**src/rtl/sshift_pkg.sv**
```systemverilog
package sshift_pkg;
  localparam int RATE_W = 3;
  localparam int CTRL_W = RATE_W + 2;

  localparam logic [1:0] A_CTRL = 2'd0;
  localparam logic [1:0] A_LOW  = 2'd1;
  localparam logic [1:0] A_HIGH = 2'd2;
  localparam logic [1:0] A_STAT = 2'd3;

  localparam int ST_BUSY = 0;
  localparam int ST_DONE = 1;
  localparam int ST_OVR  = 2;
  localparam int ST_LVL  = 3;

  typedef struct packed {
    logic [RATE_W-1:0] rate;
    logic              ext;
    logic              wide;
  } ctrl_t;
endpackage

```
**src/rtl/sshift_clkgen.sv**
```systemverilog
module sshift_clkgen #(
  parameter int RATE_W = 3
) (
  input  logic              clk,
  input  logic              rst_n,
  input  logic              run,
  input  logic              ext,
  input  logic [RATE_W-1:0] rate,
  input  logic              sclk_in,
  output logic              fall,
  output logic              rise,
  output logic              sclk_q
);
  localparam int NUM_RATES = 1 << RATE_W;
  localparam int PC_W      = (NUM_RATES > 1) ? NUM_RATES - 1 : 1;

  logic [PC_W-1:0] pcnt_q, pcnt_d;
  logic            sclk_d;
  logic [2:0]      xs_q, xs_d;
  logic [PC_W:0]   half;
  logic            tick, ext_fall, ext_rise;

  always_comb begin
    half     = (PC_W+1)'(1) << rate;
    tick     = run & ~ext & ({1'b0, pcnt_q} == half - (PC_W+1)'(1));
    xs_d     = {xs_q[1:0], sclk_in};
    ext_fall = xs_q[2] & ~xs_q[1];
    ext_rise = ~xs_q[2] & xs_q[1];
    if (!run || ext) begin
      pcnt_d = '0;
      sclk_d = 1'b1;
    end else if (tick) begin
      pcnt_d = '0;
      sclk_d = ~sclk_q;
    end else begin
      pcnt_d = pcnt_q + PC_W'(1);
      sclk_d = sclk_q;
    end
    fall = ext ? ext_fall : (tick & sclk_q);
    rise = ext ? ext_rise : (tick & ~sclk_q);
  end

  always_ff @(posedge clk or negedge rst_n) begin
    if (!rst_n) begin
      pcnt_q <= '0;
      sclk_q <= 1'b1;
      xs_q   <= 3'b111;
    end else begin
      pcnt_q <= pcnt_d;
      sclk_q <= sclk_d;
      xs_q   <= xs_d;
    end
  end


  clk_idle_high_chk: assert property (@(posedge clk) disable iff (!rst_n)
    (!run && !$past(run)) |-> sclk_q);
endmodule

```
**src/rtl/sshift_shifter.sv**
```systemverilog
module sshift_shifter #(
  parameter int HALF_W = 8
) (
  input  logic                clk,
  input  logic                rst_n,
  input  logic                abort,
  input  logic                start,
  input  logic                wide,
  input  logic                ld_lo,
  input  logic                ld_hi,
  input  logic [HALF_W-1:0]   wbyte,
  input  logic                lvl_wr,
  input  logic                lvl_val,
  input  logic                fall,
  input  logic                rise,
  input  logic                sdi,
  output logic [2*HALF_W-1:0] word,
  output logic                busy,
  output logic                done_p,
  output logic                over_p,
  output logic                sdo
);
  localparam int WORD_W = 2 * HALF_W;
  localparam int CNT_W  = $clog2(WORD_W);

  logic [WORD_W-1:0] sr_q, sr_d;
  logic [CNT_W-1:0]  cnt_q, cnt_d, last;
  logic              busy_q, busy_d, spent_q, spent_d, sdo_q, sdo_d;

  always_comb begin
    sr_d    = sr_q;
    cnt_d   = cnt_q;
    busy_d  = busy_q;
    spent_d = spent_q;
    sdo_d   = sdo_q;
    done_p  = 1'b0;
    over_p  = 1'b0;
    last    = wide ? CNT_W'(WORD_W - 1) : CNT_W'(HALF_W - 1);
    if (abort) begin
      busy_d  = 1'b0;
      cnt_d   = '0;
      spent_d = 1'b0;
    end else if (busy_q) begin
      if (fall) sdo_d = sr_q[0];
      if (rise) begin
        if (wide) sr_d = {sdi, sr_q[WORD_W-1:1]};
        else      sr_d[HALF_W-1:0] = {sdi, sr_q[HALF_W-1:1]};
        if (cnt_q == last) begin
          busy_d  = 1'b0;
          cnt_d   = '0;
          spent_d = 1'b1;
          done_p  = 1'b1;
        end else begin
          cnt_d = cnt_q + CNT_W'(1);
        end
      end
    end else begin
      if (ld_lo)  sr_d[HALF_W-1:0]      = wbyte;
      if (ld_hi)  sr_d[WORD_W-1:HALF_W] = wbyte;
      if (lvl_wr) sdo_d = lvl_val;
      if (fall && spent_q) over_p = 1'b1;
      if (start) begin
        busy_d  = 1'b1;
        cnt_d   = '0;
        spent_d = 1'b0;
      end
    end
  end

  always_ff @(posedge clk or negedge rst_n) begin
    if (!rst_n) begin
      sr_q    <= '0;
      cnt_q   <= '0;
      busy_q  <= 1'b0;
      spent_q <= 1'b0;
      sdo_q   <= 1'b1;
    end else begin
      sr_q    <= sr_d;
      cnt_q   <= cnt_d;
      busy_q  <= busy_d;
      spent_q <= spent_d;
      sdo_q   <= sdo_d;
    end
  end

  assign word = sr_q;
  assign busy = busy_q;
  assign sdo  = sdo_q;


  launch_bit_chk: assert property (@(posedge clk) disable iff (!rst_n)
    (busy_q && fall && !abort) |=> (sdo_q == $past(sr_q[0])));

  idle_data_hold_chk: assert property (@(posedge clk) disable iff (!rst_n)
    (!busy_q && !ld_lo && !ld_hi) |=> $stable(sr_q));

  count_range_chk: assert property (@(posedge clk) disable iff (!rst_n)
    busy_q |-> (cnt_q <= last));

  overrun_idle_chk: assert property (@(posedge clk) disable iff (!rst_n)
    over_p |-> !busy_q);
endmodule

```
**src/rtl/sshift_xcvr.sv**
```systemverilog
module sshift_xcvr
  import sshift_pkg::*;
#(
  parameter int HALF_W = 8
) (
  input  logic              clk,
  input  logic              rst_n,
  input  logic [1:0]        host_addr,
  input  logic              host_wr,
  input  logic [HALF_W-1:0] host_wdata,
  output logic [HALF_W-1:0] host_rdata,
  input  logic              sclk_in,
  output logic              sclk_out,
  output logic              sclk_oe,
  input  logic              sdi,
  output logic              sdo,
  output logic              irq
);
  localparam int WORD_W = 2 * HALF_W;

  ctrl_t             ctrl_q, ctrl_d;
  logic              done_q, done_d, ovr_q, ovr_d;
  logic              wr_ctrl, wr_lo, wr_hi, wr_stat;
  logic              fall, rise, sclk_q;
  logic [WORD_W-1:0] word;
  logic              busy, done_p, over_p;
  logic              unused_ok;

  assign wr_ctrl   = host_wr & (host_addr == A_CTRL);
  assign wr_lo     = host_wr & (host_addr == A_LOW);
  assign wr_hi     = host_wr & (host_addr == A_HIGH);
  assign wr_stat   = host_wr & (host_addr == A_STAT);
  assign unused_ok = ^host_wdata[HALF_W-1:CTRL_W];

  always_comb begin
    ctrl_d = wr_ctrl ? ctrl_t'(host_wdata[CTRL_W-1:0]) : ctrl_q;
    done_d = done_q;
    ovr_d  = ovr_q;
    if (wr_stat && !host_wdata[ST_DONE]) done_d = 1'b0;
    if (wr_stat && !host_wdata[ST_OVR])  ovr_d  = 1'b0;
    if (done_p) done_d = 1'b1;
    if (over_p) ovr_d  = 1'b1;
  end

  always_ff @(posedge clk or negedge rst_n) begin
    if (!rst_n) begin
      ctrl_q <= '0;
      done_q <= 1'b0;
      ovr_q  <= 1'b0;
    end else begin
      ctrl_q <= ctrl_d;
      done_q <= done_d;
      ovr_q  <= ovr_d;
    end
  end

  sshift_clkgen #(.RATE_W(RATE_W)) u_clk (
    .clk     (clk),
    .rst_n   (rst_n),
    .run     (busy),
    .ext     (ctrl_q.ext),
    .rate    (ctrl_q.rate),
    .sclk_in (sclk_in),
    .fall    (fall),
    .rise    (rise),
    .sclk_q  (sclk_q)
  );

  sshift_shifter #(.HALF_W(HALF_W)) u_shf (
    .clk     (clk),
    .rst_n   (rst_n),
    .abort   (wr_ctrl),
    .start   (wr_stat & host_wdata[ST_BUSY]),
    .wide    (ctrl_q.wide),
    .ld_lo   (wr_lo),
    .ld_hi   (wr_hi),
    .wbyte   (host_wdata),
    .lvl_wr  (wr_stat),
    .lvl_val (host_wdata[ST_LVL]),
    .fall    (fall),
    .rise    (rise),
    .sdi     (sdi),
    .word    (word),
    .busy    (busy),
    .done_p  (done_p),
    .over_p  (over_p),
    .sdo     (sdo)
  );

  always_comb begin
    host_rdata = '0;
    case (host_addr)
      A_CTRL:  host_rdata[CTRL_W-1:0] = ctrl_q;
      A_LOW:   host_rdata = word[HALF_W-1:0];
      A_HIGH:  host_rdata = word[WORD_W-1:HALF_W];
      default: begin
        host_rdata[ST_BUSY] = busy;
        host_rdata[ST_DONE] = done_q;
        host_rdata[ST_OVR]  = ovr_q;
        host_rdata[ST_LVL]  = sdo;
      end
    endcase
  end

  assign sclk_out = sclk_q;
  assign sclk_oe  = busy & ~ctrl_q.ext;
  assign irq      = done_q;


  irq_follows_done_chk: assert property (@(posedge clk) disable iff (!rst_n)
    done_p |=> irq);

  clk_parked_chk: assert property (@(posedge clk) disable iff (!rst_n)
    !sclk_oe |-> sclk_out);

  ovr_when_idle_chk: assert property (@(posedge clk) disable iff (!rst_n)
    $rose(ovr_q) |-> !$past(busy));
endmodule

```
**config.mk**
```make
export PLATFORM = sky130hd
export DESIGN_NAME = sshift_xcvr
export DESIGN_NICKNAME = d
export VERILOG_FILES = /design/src/rtl/sshift_pkg.sv /design/src/rtl/sshift_clkgen.sv /design/src/rtl/sshift_shifter.sv /design/src/rtl/sshift_xcvr.sv
export SDC_FILE = /design/constraint.sdc
export NUM_CORES = 1
export LEC_CHECK = 0
export ABC_AREA = 1
export BUFFER_PORTS_ARGS = -buffer_cell sky130_fd_sc_hd__buf_2
export CAP_MARGIN = 10
export CORE_MARGIN = 3
export CORE_UTILIZATION = 35
export CTS_CLUSTER_SIZE = 8
export DETAILED_ROUTE_END_ITERATION = 16
export GPL_TIMING_DRIVEN = 0
export HOLD_SLACK_MARGIN = 0.02
export PLACE_DENSITY_LB_ADDON = 0.05
export SKIP_LAST_GASP = 1
export SLEW_MARGIN = 20
export SYNTH_ARGS = -nofsm -noshare
export SYNTH_HDL_FRONTEND = slang
export SYNTH_SLANG_ARGS = --single-unit
```
**constraint.sdc**
```tcl
create_clock -name clk -period 1.8 [get_ports clk]
set_input_delay 0.18 -clock clk [delete_from_list [all_inputs] [get_ports clk]]
set_output_delay 0.18 -clock clk [all_outputs]
set_load 0.005 [all_outputs]
```
## Yosys cells after proc, flatten, opt, wreduce, memory -nomap -nowiden

Index checks and enable logic that the tools add are counted.

- Bits in registers: 41
- Input bits: 15
- Output and inout bits: 12
- Word-level logic and storage cells: 109

- Add/sub/neg operators: 3
- Equality and inequality tests: 10
- Shift operators: 1
- Mux-type cells: 45
- Bitwise operators: 16
- Reduce and logical (&&, ||, !) cells: 20

Operator list:

| cell | number |
|---|---|
| 16-bit 2-to-1 mux | 2 |
| 8-bit 2-to-1 mux | 4 |
| 1-bit 2-to-1 mux | 28 |
| 4-bit 2-to-1 mux | 6 |
| 7-bit 2-to-1 mux | 2 |
| 4-bit case mux with 3 select lines | 1 |
| 2-bit nonzero test | 6 |
| 1-bit AND | 11 |
| 3-bit AND reduction | 3 |
| 7-bit by 8-bit == test with 1-bit output | 1 |
| 1-bit by 3-bit left shift with 8-bit output (first input constant) | 1 |
| 8-bit by 1-bit subtractor with 8-bit output (second input constant) | 1 |
| 7-bit by 1-bit adder with 7-bit output (second input constant) | 1 |
| 3-bit != test (second input constant) | 2 |
| 3-bit case mux with 2 select lines | 1 |
| 1-bit inverter | 5 |
| 4-bit by 1-bit adder with 4-bit output (second input constant) | 1 |
| 2-bit == test (second input constant) | 2 |
| 4-bit == test | 1 |
| 2-bit != test (second input constant) | 2 |
| 4-bit AND reduction | 1 |
| 1-bit logical AND | 3 |
| 1-bit zero test | 3 |
| 1-bit case mux with 3 select lines | 1 |
| other kinds (6) | 6 |

## Logic depth before layout (Yosys ltp)

Gate-level depths: netlist (run 1).

- Depth after elaboration: 11
- Depth in mapped cells: 12
- Depth with buffers taken out: 11

## Hierarchy

Synthesis (run 1) repeated with hierarchy kept, for this count alone.

- Cells, all modules: 344
- Area, all modules: 2,516.2 um^2

By module, submodules not included:

| module | instances | cells an instance | area an instance (um^2) | sequential area each (um^2) |
|---|---|---|---|---|
| sshift_shifter | 1 | 162 | 1,241.2 | 576.8 |
| sshift_clkgen | 1 | 85 | 691.9 | 280.3 |
| sshift_xcvr | 1 | 97 | 583.1 | 175.2 |

## Worst setup path after synthesis (run 1)

Ideal clock, no wire load.

- Path kind: register to register
- From: register ctrl_q[4] (netlist bit)
- To: register u_shf.sr_q[13], in the netlist u_shf.word[13]
- Setup time: 121 ps
- Arrival: 1,467 ps
- Required time: 1,679 ps
- Setup slack: 211 ps
- Cell stages (with the launch flop): 13
- Buffers on the path: 2
- Period minus slack after synthesis: 1,589 ps
- Cells stage by stage: dfrtp_1 -> buf_6 -> nor2_4 -> nand2_1 -> nand2_1 -> nand3_1 -> nor2_4 -> nand4_4 -> nand3_4 -> nand2_4 -> buf_6 -> nand2_2 -> o21ai_2

- Word-level cells in the longest chain between the ends: 8

RTL lines:

| what | line | RTL |
|---|---|---|
| start: declaration | sshift_xcvr.sv:21 | `ctrl_t ctrl_q, ctrl_d;` |
| start signal: assignment | sshift_xcvr.sv:51 | `ctrl_q <= ctrl_d;` |
| 1-bit by 3-bit left shift with 8-bit output | sshift_clkgen.sv:24 | `half = (PC_W+1)'(1) << rate;` |
| 8-bit by 1-bit subtractor with 8-bit output | sshift_clkgen.sv:25 | `tick = run & ~ext & ({1'b0, pcnt_q} == half - (PC_W+1)'(1));` |
| 7-bit by 8-bit == test with 1-bit output | sshift_clkgen.sv:25 |  |
| 1-bit AND | sshift_clkgen.sv:25 |  |
| 1-bit AND | sshift_clkgen.sv:40 | `rise = ext ? ext_rise : (tick & ~sclk_q);` |
| 1-bit 2-to-1 mux | sshift_clkgen.sv:40 |  |
| 2-bit != test (no source line) | -- |  |
| 4-bit AND reduction (no source line) | -- |  |
| end signal: assignment | sshift_shifter.sv:78 | `sr_q <= sr_d;` |
| end: declaration | sshift_shifter.sv:26 | `logic [WORD_W-1:0] sr_q, sr_d;` |

No other way between the ends.
A chain may end at the register's enable or synchronous reset.

## Worst setup path in the final report (run 1)

- From: register ctrl_q[3] (netlist bit)
- To: register u_shf.sr_q[6], in the netlist u_shf.word[6]

- Word-level cells in the longest chain between the ends: 8

RTL lines:

| what | line |
|---|---|
| 1-bit by 3-bit left shift with 8-bit output | sshift_clkgen.sv:24 |
| 8-bit by 1-bit subtractor with 8-bit output | sshift_clkgen.sv:25 |
| 7-bit by 8-bit == test with 1-bit output | sshift_clkgen.sv:25 |
| 1-bit AND | sshift_clkgen.sv:25 |
| 1-bit AND | sshift_clkgen.sv:40 |
| 1-bit 2-to-1 mux | sshift_clkgen.sv:40 |
| 2-bit != test (no source line) | -- |
| 3-bit AND reduction (no source line) | -- |

No other way between the ends.

==> results.md, run 1 <==
- Synthesized instance count: 302
- Most common cell after layout, fill and taps aside: nand2_1
- Power Density: 1025 nW/um2
- Worst vdd ir: 438.6 uV
- Final HPWL DP: 4541 um
- Initial Util: 37.03%
- Worst R2R Start: ctrl_q[3]
- Final RePlAce weighted congestion: 0.7720
- # DRC: 0
- Fmax: 568.8 MHz
- Vias per cell: 4.910
- Post-layout nets: 363
- Routed WL: 6307 um
- Die H: 89.13 um
- Worst Tran Pin Value: 0.9498 ns
- Final instance count without filler cells: 420
- RSZ-0062 raised after global routing: true
- Placed Instances: 405
- Total track usage: 17.14%
- IO Pins: 27
- Max-Cap Viols: 0
- Core footprint: 6531 um2
- Routed WL per cell: 15.02 um
- Rows: 29
- Crit path launch type: flip-flop
- CTS tree: done
- Commonest cells after routing, fill and taps aside: 79 x nand2_1, 35 x dfrtp_1, 33 x inv_1, 26 x buf_2, 23 x a21oi_1
- Synth Flop Type: dfrtp_1
- Root buf cell: clkbuf_8
- Met3 usage: 3.594%
- Layout cells sized above 1: 24.20%
- Slew margin rel.: 36.68%
- # H-tree levels: 2
- Worst r2r dst: u_shf.word[6]
- DR vias: 2062
- Critical path origin: ctrl_q[3]
- Footprint of the multi-input gates: 1219 um2
- Post-synth ARST share: 100.0%
- CTS buffer count: 5
- Yosys warning count: 0
- Die Wd: 89.13 um
- Clock skew: 0.01041 ns
- Crit path DAT: 1.93 ns
- Status: completed
- Fill cells: 696
- Vias in the first global route: 2092
- Crit share post-route: 97.67%
- Largest net degree at the start of global routing: 42
- Syn Nets: 323
- Port Buffers: 26
- Seq cells post-synth: 41
- Synthesized cell area: 2419 um2
- Critical path class: flip-flop to flip-flop
- Drt pass-1 iters: 4
- Crit-path max FO: 8
- First-pass GRT wire length: 10430 um
- WP data required: 1.98 ns
- Iter 0 DRT Violations: 52
- R2R depth: 12
- Sink Count: 41
- Ant diodes: 0
- Area growth syn-to-layout: 18.52%
- Final setup violation count: 0
- Synthesized area per cell: 8.009 um2
- Gr busiest metal: met2
- Post-synth EDFFs: 0
- Hold crit path type: input port to async pin
- Distinct cell type count after synthesis: 28
- Met1 global-route usage: 22.88%
- Seq/Total Area, Yosys: 42.68%
- Flop-to-flop setup slack: 0.04 ns
- Tmin final: 1.758 ns
- Final Hold Fails: 0
- Setup crit end kind: flip-flop
- Skew-Pair Late Insertion Delay: 0.29 ns
- Grt met2 use: 28.47%
- Clk pin slew, worst setup/hold paths: 0.08 ns
- Final global-route overflow total: 0
- Max Slew Vio Count: 0
- Initial antenna violation count: 0
- Clock Path Buffers: 2
- Post-layout util: 43.89%
- Antenna-violating nets left: 0
- Register area: 1033 um2
- Lkg Pwr: 0.001429 uW
- Die area: 7943 um2
## how the worst max path moves through the flow
stage	end	cells after the start	slack (ns)
5_1_grt	u_shf.word[13]	12	-0.06
3_5_place_dp	u_shf.word[14]	12	-0.30
6_report	u_shf.word[6]	12	0.04
2_1_floorplan	u_shf.word[13]	12	0.21
3_3_place_gp	u_shf.word[14]	12	-0.30
4_1_cts	u_shf.word[13]	12	0.009
## critical path, cell delays in order (launching register included)
cell     delay (ns)
dfrtp_1        0.38
buf_6          0.14
nor2_4         0.11
nand2_1        0.05
nand2_1        0.07
nand3_2        0.09
nor2_4         0.16
nand4_4        0.12
nand3_4        0.17
nand2_8        0.10
buf_12         0.15
nand2_2        0.05
o21ai_2        0.05
## cells by family (layout without fill, tap and decap cells)
| logic type | count (synthesis) | after routing | share of synthesized area [%] |
|---|---|---|---|
| simple gates | 144 | 144 | 27.99 |
| fa+ha+maj | 6 | 6 | 3.104 |
| xor+xnor | 7 | 7 | 2.535 |
| buf+inv | 44 | 85 | 8.070 |
| flops | 41 | 41 | 42.68 |
| compound gates | 60 | 60 | 15.62 |
## through the flow
step | TNS, ns | worst slack [ns] | instance area, um2 | hold slack (ns) | total power (uW)
after CTS | 0 | 0.009158 | 2736 | 0.07261 | 2877
after floorplan | 0 | 0.2115 | 2419 | -0.1156 | 1983
final | 0 | 0.04203 | 2867 | 0.02134 | 2938
after global placement | -2.416 | -0.3035 | 2645 | 0.2850 | 2267
after global routing | -0.5198 | -0.05862 | 2867 | 0.1003 | 3142
after detailed placement | -2.282 | -0.2953 | 2645 | 0.2869 | 2275
## layer usage
layer	routed length (um)	up-vias	part of all wire [%]
li1	-	1062	-
met1	3042	958	48
met2	2993	38	47
met3	217	4	3.4
met4	53	0	0.84
met5	0	-	0
## flip-flops by register name (all words and copies together) (netlist names), 3 cells and up
register	flops
u_shf.word	16
u_shf.cnt_q	4
u_clk.pcnt_q	7
u_clk.xs_q	3
ctrl_q	5
## final cells by class
class,count,area share [%]
plain buffers,10,3.055
flip-flops and latches,41,36.05
multi-input cells,217,42.51
repair buffers,33,7.682
clock buffers,8,2.794
well taps,77,3.361
inverters,34,4.540
## Yosys cell counts, types with 2 or more instances
library cell | n | area, um2
nor2_4 | 3 | 33.78
nand2_2 | 5 | 31.28
dfstp_2 | 5 | 131.4
nand3_1 | 20 | 100.1
ha_1 | 6 | 75.07
nand2_4 | 2 | 22.52
a31oi_1 | 4 | 25.02
xor2_1 | 2 | 17.52
nand2_1 | 80 | 300.3
xnor2_1 | 5 | 43.79
nand4_1 | 8 | 50.05
a21oi_1 | 23 | 115.1
o21ai_2 | 17 | 148.9
nor3b_1 | 2 | 15.01
buf_6 | 4 | 45.04
clkbuf_1 | 6 | 22.52
o21ai_0 | 12 | 60.06
inv_1 | 33 | 123.9
nor2_1 | 21 | 78.83
dfrtp_1 | 36 | 900.9
## power by group
part	switching, uW	leakage (uW)	total, uW	internal, uW
combinational	568	0.000867	979	411
clock	322	0.0000395	598	276
sequential	211	0.000523	1360	1150
## repair_timing
item	in CTS	in global routing
endpoints found under the hold margin	1	0
buffers inserted	0	4
cloned	0	2
endpoints found under the setup margin	1	21
pin swaps	0	5
hold buffers	1	0
resized for setup	1	13
No activity file was read; power rests on OpenSTA's default activity.
==> inputs of run 2 (changes only) <==
--- a/config.mk
+++ b/config.mk
@@ -5,7 +5,6 @@
 export SDC_FILE = /design/constraint.sdc
 export NUM_CORES = 1
 export LEC_CHECK = 0
-export ABC_AREA = 1
 export BUFFER_PORTS_ARGS = -buffer_cell sky130_fd_sc_hd__buf_2
 export CAP_MARGIN = 10
 export CORE_MARGIN = 3
==> results.md, run 2 <==
- Tmin final: 2.094 ns (+0.3365 ns)
- CTS tree: done
- Post-synth ARST share: 100.0% (unchanged)
- Max Slew Vio Count: 0 (unchanged)
- Crit path launch type: flip-flop
- Final instance count without filler cells: 355 (-15%)
- Most common cell after layout, fill and taps aside: dfrtp_1
- CTS buffer count: 5 (unchanged)
- Max FFs per register: 16 (unchanged)
- DR vias: 1887 (-8.5%)
- Seq/Total Area, Yosys: 43.95% (+1.3 points)
- Sink Count: 41 (unchanged)
- Area growth syn-to-layout: 32.45%
- Antenna-violating nets left: 0 (unchanged)
- Worst Tran Pin Value: 0.9363 ns (-0.01353 ns)
- Final HPWL DP: 4117 um (-9.3%)
- Die area: 7729 um2 (-2.7%)
- IO Pins: 27 (unchanged)
- Port Buffers: 26 (unchanged)
- Synthesized cell area: 2349 um2 (-2.9%)
- Drt pass-1 iters: 4 (unchanged)
- Synthesized instance count: 227 (-25%)
- Synthesized area per cell: 10.35 um2 (+29%)
- Switching Share: 29.66% (-7.8 points)
- WP data required: 1.98 ns (about the same)
- Status: complete, but fails checks
- Routed WL: 6056 um (-4.0%)
- First-pass GRT wire length: 9694 um (-7.0%)
- Ranking of synthesized cells by area: dfrtp_1 38%, mux2_2 9.6%, dfstp_2 5.6%
- Post-layout nets: 298 (-18%)
- Die H: 87.92 um (-1.4%)
- Skew-Pair Late Insertion Delay: 0.30 ns (about the same)
- Synth area leader: dfrtp_1
- Post-synth EDFFs: 0 (unchanged)
- Yosys warning count: 0 (unchanged)
- Post-synth top cells: 36 x dfrtp_1, 20 x mux2_2, 18 x nand2_1
- Crit-path max FO: 8 (unchanged)
- Distinct cell type count after synthesis: 47 (+68%)
- Ant diodes: 0 (unchanged)
- Clock skew: 0.005018 ns (-0.005389 ns)
- NetSw: 934.6 uW (-15%)
- Setup crit end kind: flip-flop
- Slew margin rel.: 37.58% (+0.90 points)
- Pwr Total: 3151 uW (+7.3%)
- Root buf cell: clkbuf_8
- Total track usage: 16.26% (-0.89 points)
- Rows: 29 (unchanged)
- Logic gate share of total power: 29.2% (-4.1 points)
- Final worst setup slack: -0.2944 ns (-0.3365 ns)
- Critical path class: flip-flop to flip-flop
- Seq cells post-synth: 41 (unchanged)
- Commonest cells after routing, fill and taps aside: 35 x dfrtp_1, 28 x buf_2, 17 x mux2_2, 16 x buf_4, 15 x nand2_1
- Crit path DAT: 2.28 ns (+0.35 ns)
- Clk pin slew, worst setup/hold paths: 0.08 ns (about the same)
- Core footprint: 6422 um2 (-1.7%)
- Synth Flop Type: dfrtp_1
- Placed Instances: 330 (-19%)
- Lkg Pwr: 0.001370 uW (-4.1%)
- Post-layout util: 48.43% (+4.5 points)
- Fill cells: 606 (-13%)
- Violated checks: negative setup slack
- Area fraction of the dominant cell type after synthesis: 38.36% (+1.1 points)
- Syn Nets: 248 (-23%)
- Internal power: 2217 uW (+21%)
- Largest net degree at the start of global routing: 42 (unchanged)
- Fmax: 477.5 MHz (-16%)
- Count leader, synth: dfrtp_1
- Vias per cell: 5.315 (+8.3%)
- Clk network pwr share: 28.2% (+7.8 points)
- Setup TNS: -4.616 ns (-4.616 ns)
- Final Hold Fails: 0 (unchanged)
- Worst vdd ir: 510.5 uV (+16%)
- Iter 0 DRT Violations: 72 (+38%)
- RSZ-0062 raised after global routing: true
- Hold slack: 0.01792 ns (-0.003424 ns)
- Final RePlAce weighted congestion: 0.7410 (-4.0%)
- Initial Util: 36.57% (-0.46 points)
- Clock Path Buffers: 2 (unchanged)
- Final setup violation count: 23 (+23)
- Initial antenna violation count: 0 (unchanged)
- Sequential share of power: 42.6% (-3.7 points)
- Die Wd: 87.92 um (-1.4%)
- Crit share post-route: 116.4% (+19 points)
- Vias in the first global route: 1843 (-12%)
- Power Density: 1013 nW/um2 (-1.1%)
- Routed WL per cell: 17.06 um (+14%)
- Final global-route overflow total: 0 (unchanged)
- # H-tree levels: 2 (unchanged)
- Max-Cap Viols: 0 (unchanged)
- Hold crit path type: input port to async pin
- # DRC: 0 (unchanged)
- Layout cells sized above 1: 43.17% (+19 points)
[run 2: cell count changes after synthesis, sizes merged, moves of 8 or more]
cell / previous run / this run
a21oi: 23 / 4
nand4: 9 / 1
nand3: 21 / 5
mux2: 0 / 20
o21ai: 30 / 9
nor2: 25 / 13
nand2: 87 / 18
nand2b: 0 / 11
inv: 34 / 11
[run 2: logic make-up after synthesis]
family	after synthesis	share of synthesized area, %
AND/OR/NAND/NOR	73	16.36
AO/OA/AOI/OAI	48	17.21
flip-flops	41	43.95
buffers and inverters	26	4.581
multiplexers	25	11.72
XOR/XNOR	8	2.984
adder cells (fa/ha/maj)	6	3.197
[run 2: power groups by stage]
stage	sequential (uW)	combinational, uW	clock (uW)
2_1_floorplan	1280	555	0
3_3_place_gp	1350	741	0
3_5_place_dp	1350	747	0
4_1_cts	1330	812	911
5_1_grt	1370	1020	940
6_report	1340	921	889
[run 2: path summary, 6_finish.rpt]
| path | from | endpoint | slack, ns | cells after the start |
|---|---|---|---|---|
| max | ctrl_q[2] | u_shf.word[14] | -0.29 | 8 |
| min reg2reg | u_clk.xs_q[0] | u_clk.xs_q[1] | 0.36 | 0 |
| max reg2reg | ctrl_q[2] | u_shf.word[14] | -0.29 | 8 |
| max in group asynchronous | rst_n | u_clk.pcnt_q[3] | 1.16 | 1 |
| min in group clk | host_wdata[7] | u_shf.word[7] | 0.12 | 3 |
| min | rst_n | u_clk.pcnt_q[2] | 0.02 | 1 |
[run 2: area by class of cell]
class / instances / area (um2) / area share [%]
Sequential cell: 41 / 1033 / 33.23
Tap cell: 77 / 96.34 / 3.097
Buffer: 12 / 98.84 / 3.178
Timing Repair Buffer: 46 / 302.8 / 9.735
Multi-Input combinational cell: 160 / 1404 / 45.13
Clock inverter: 3 / 65.06 / 2.092
Inverter: 11 / 41.29 / 1.327
Clock buffer: 5 / 68.82 / 2.212
[run 2: per-stage QoR]
step,cell area [um2],setup WS [ns]
2_1_floorplan,2376,-0.1408
3_3_place_gp,2603,-0.6841
3_5_place_dp,2603,-0.6815
4_1_cts,2897,-0.2751
5_1_grt,3110,-0.3820
6_report,3110,-0.2944
[run 2: critical path, cell delays in order, from the launching register on]
cell and delay (ns):
dfrtp_1 0.38, buf_6 0.13, o21a_1 0.17, o211ai_1 0.27, a32oi_4 0.11, a21oi_4 0.25
a2bb2oi_4 0.18, buf_12 0.14, mux2_2 0.33
[run 2: metal layers]
layer  global-route usage [%]  vias to the layer above  routed length (um)
li1                         -                      928                   -
met1                    22.82                      919                2860
met2                    25.82                       33                2917
met3                    2.916                        7                 212
met4                    4.324                        0                  65
met5                        0                        -                   0
[run 2: timing repair]
action | 4_1_cts | 5_1_grt
endpoints found under the hold margin | 1 | 0
hold buffers | 1 | 0
setup endpoints to repair | 31 | 37
buffers inserted | 8 | 13
pin swaps | 7 | 10
gates resized for setup | 18 | 32
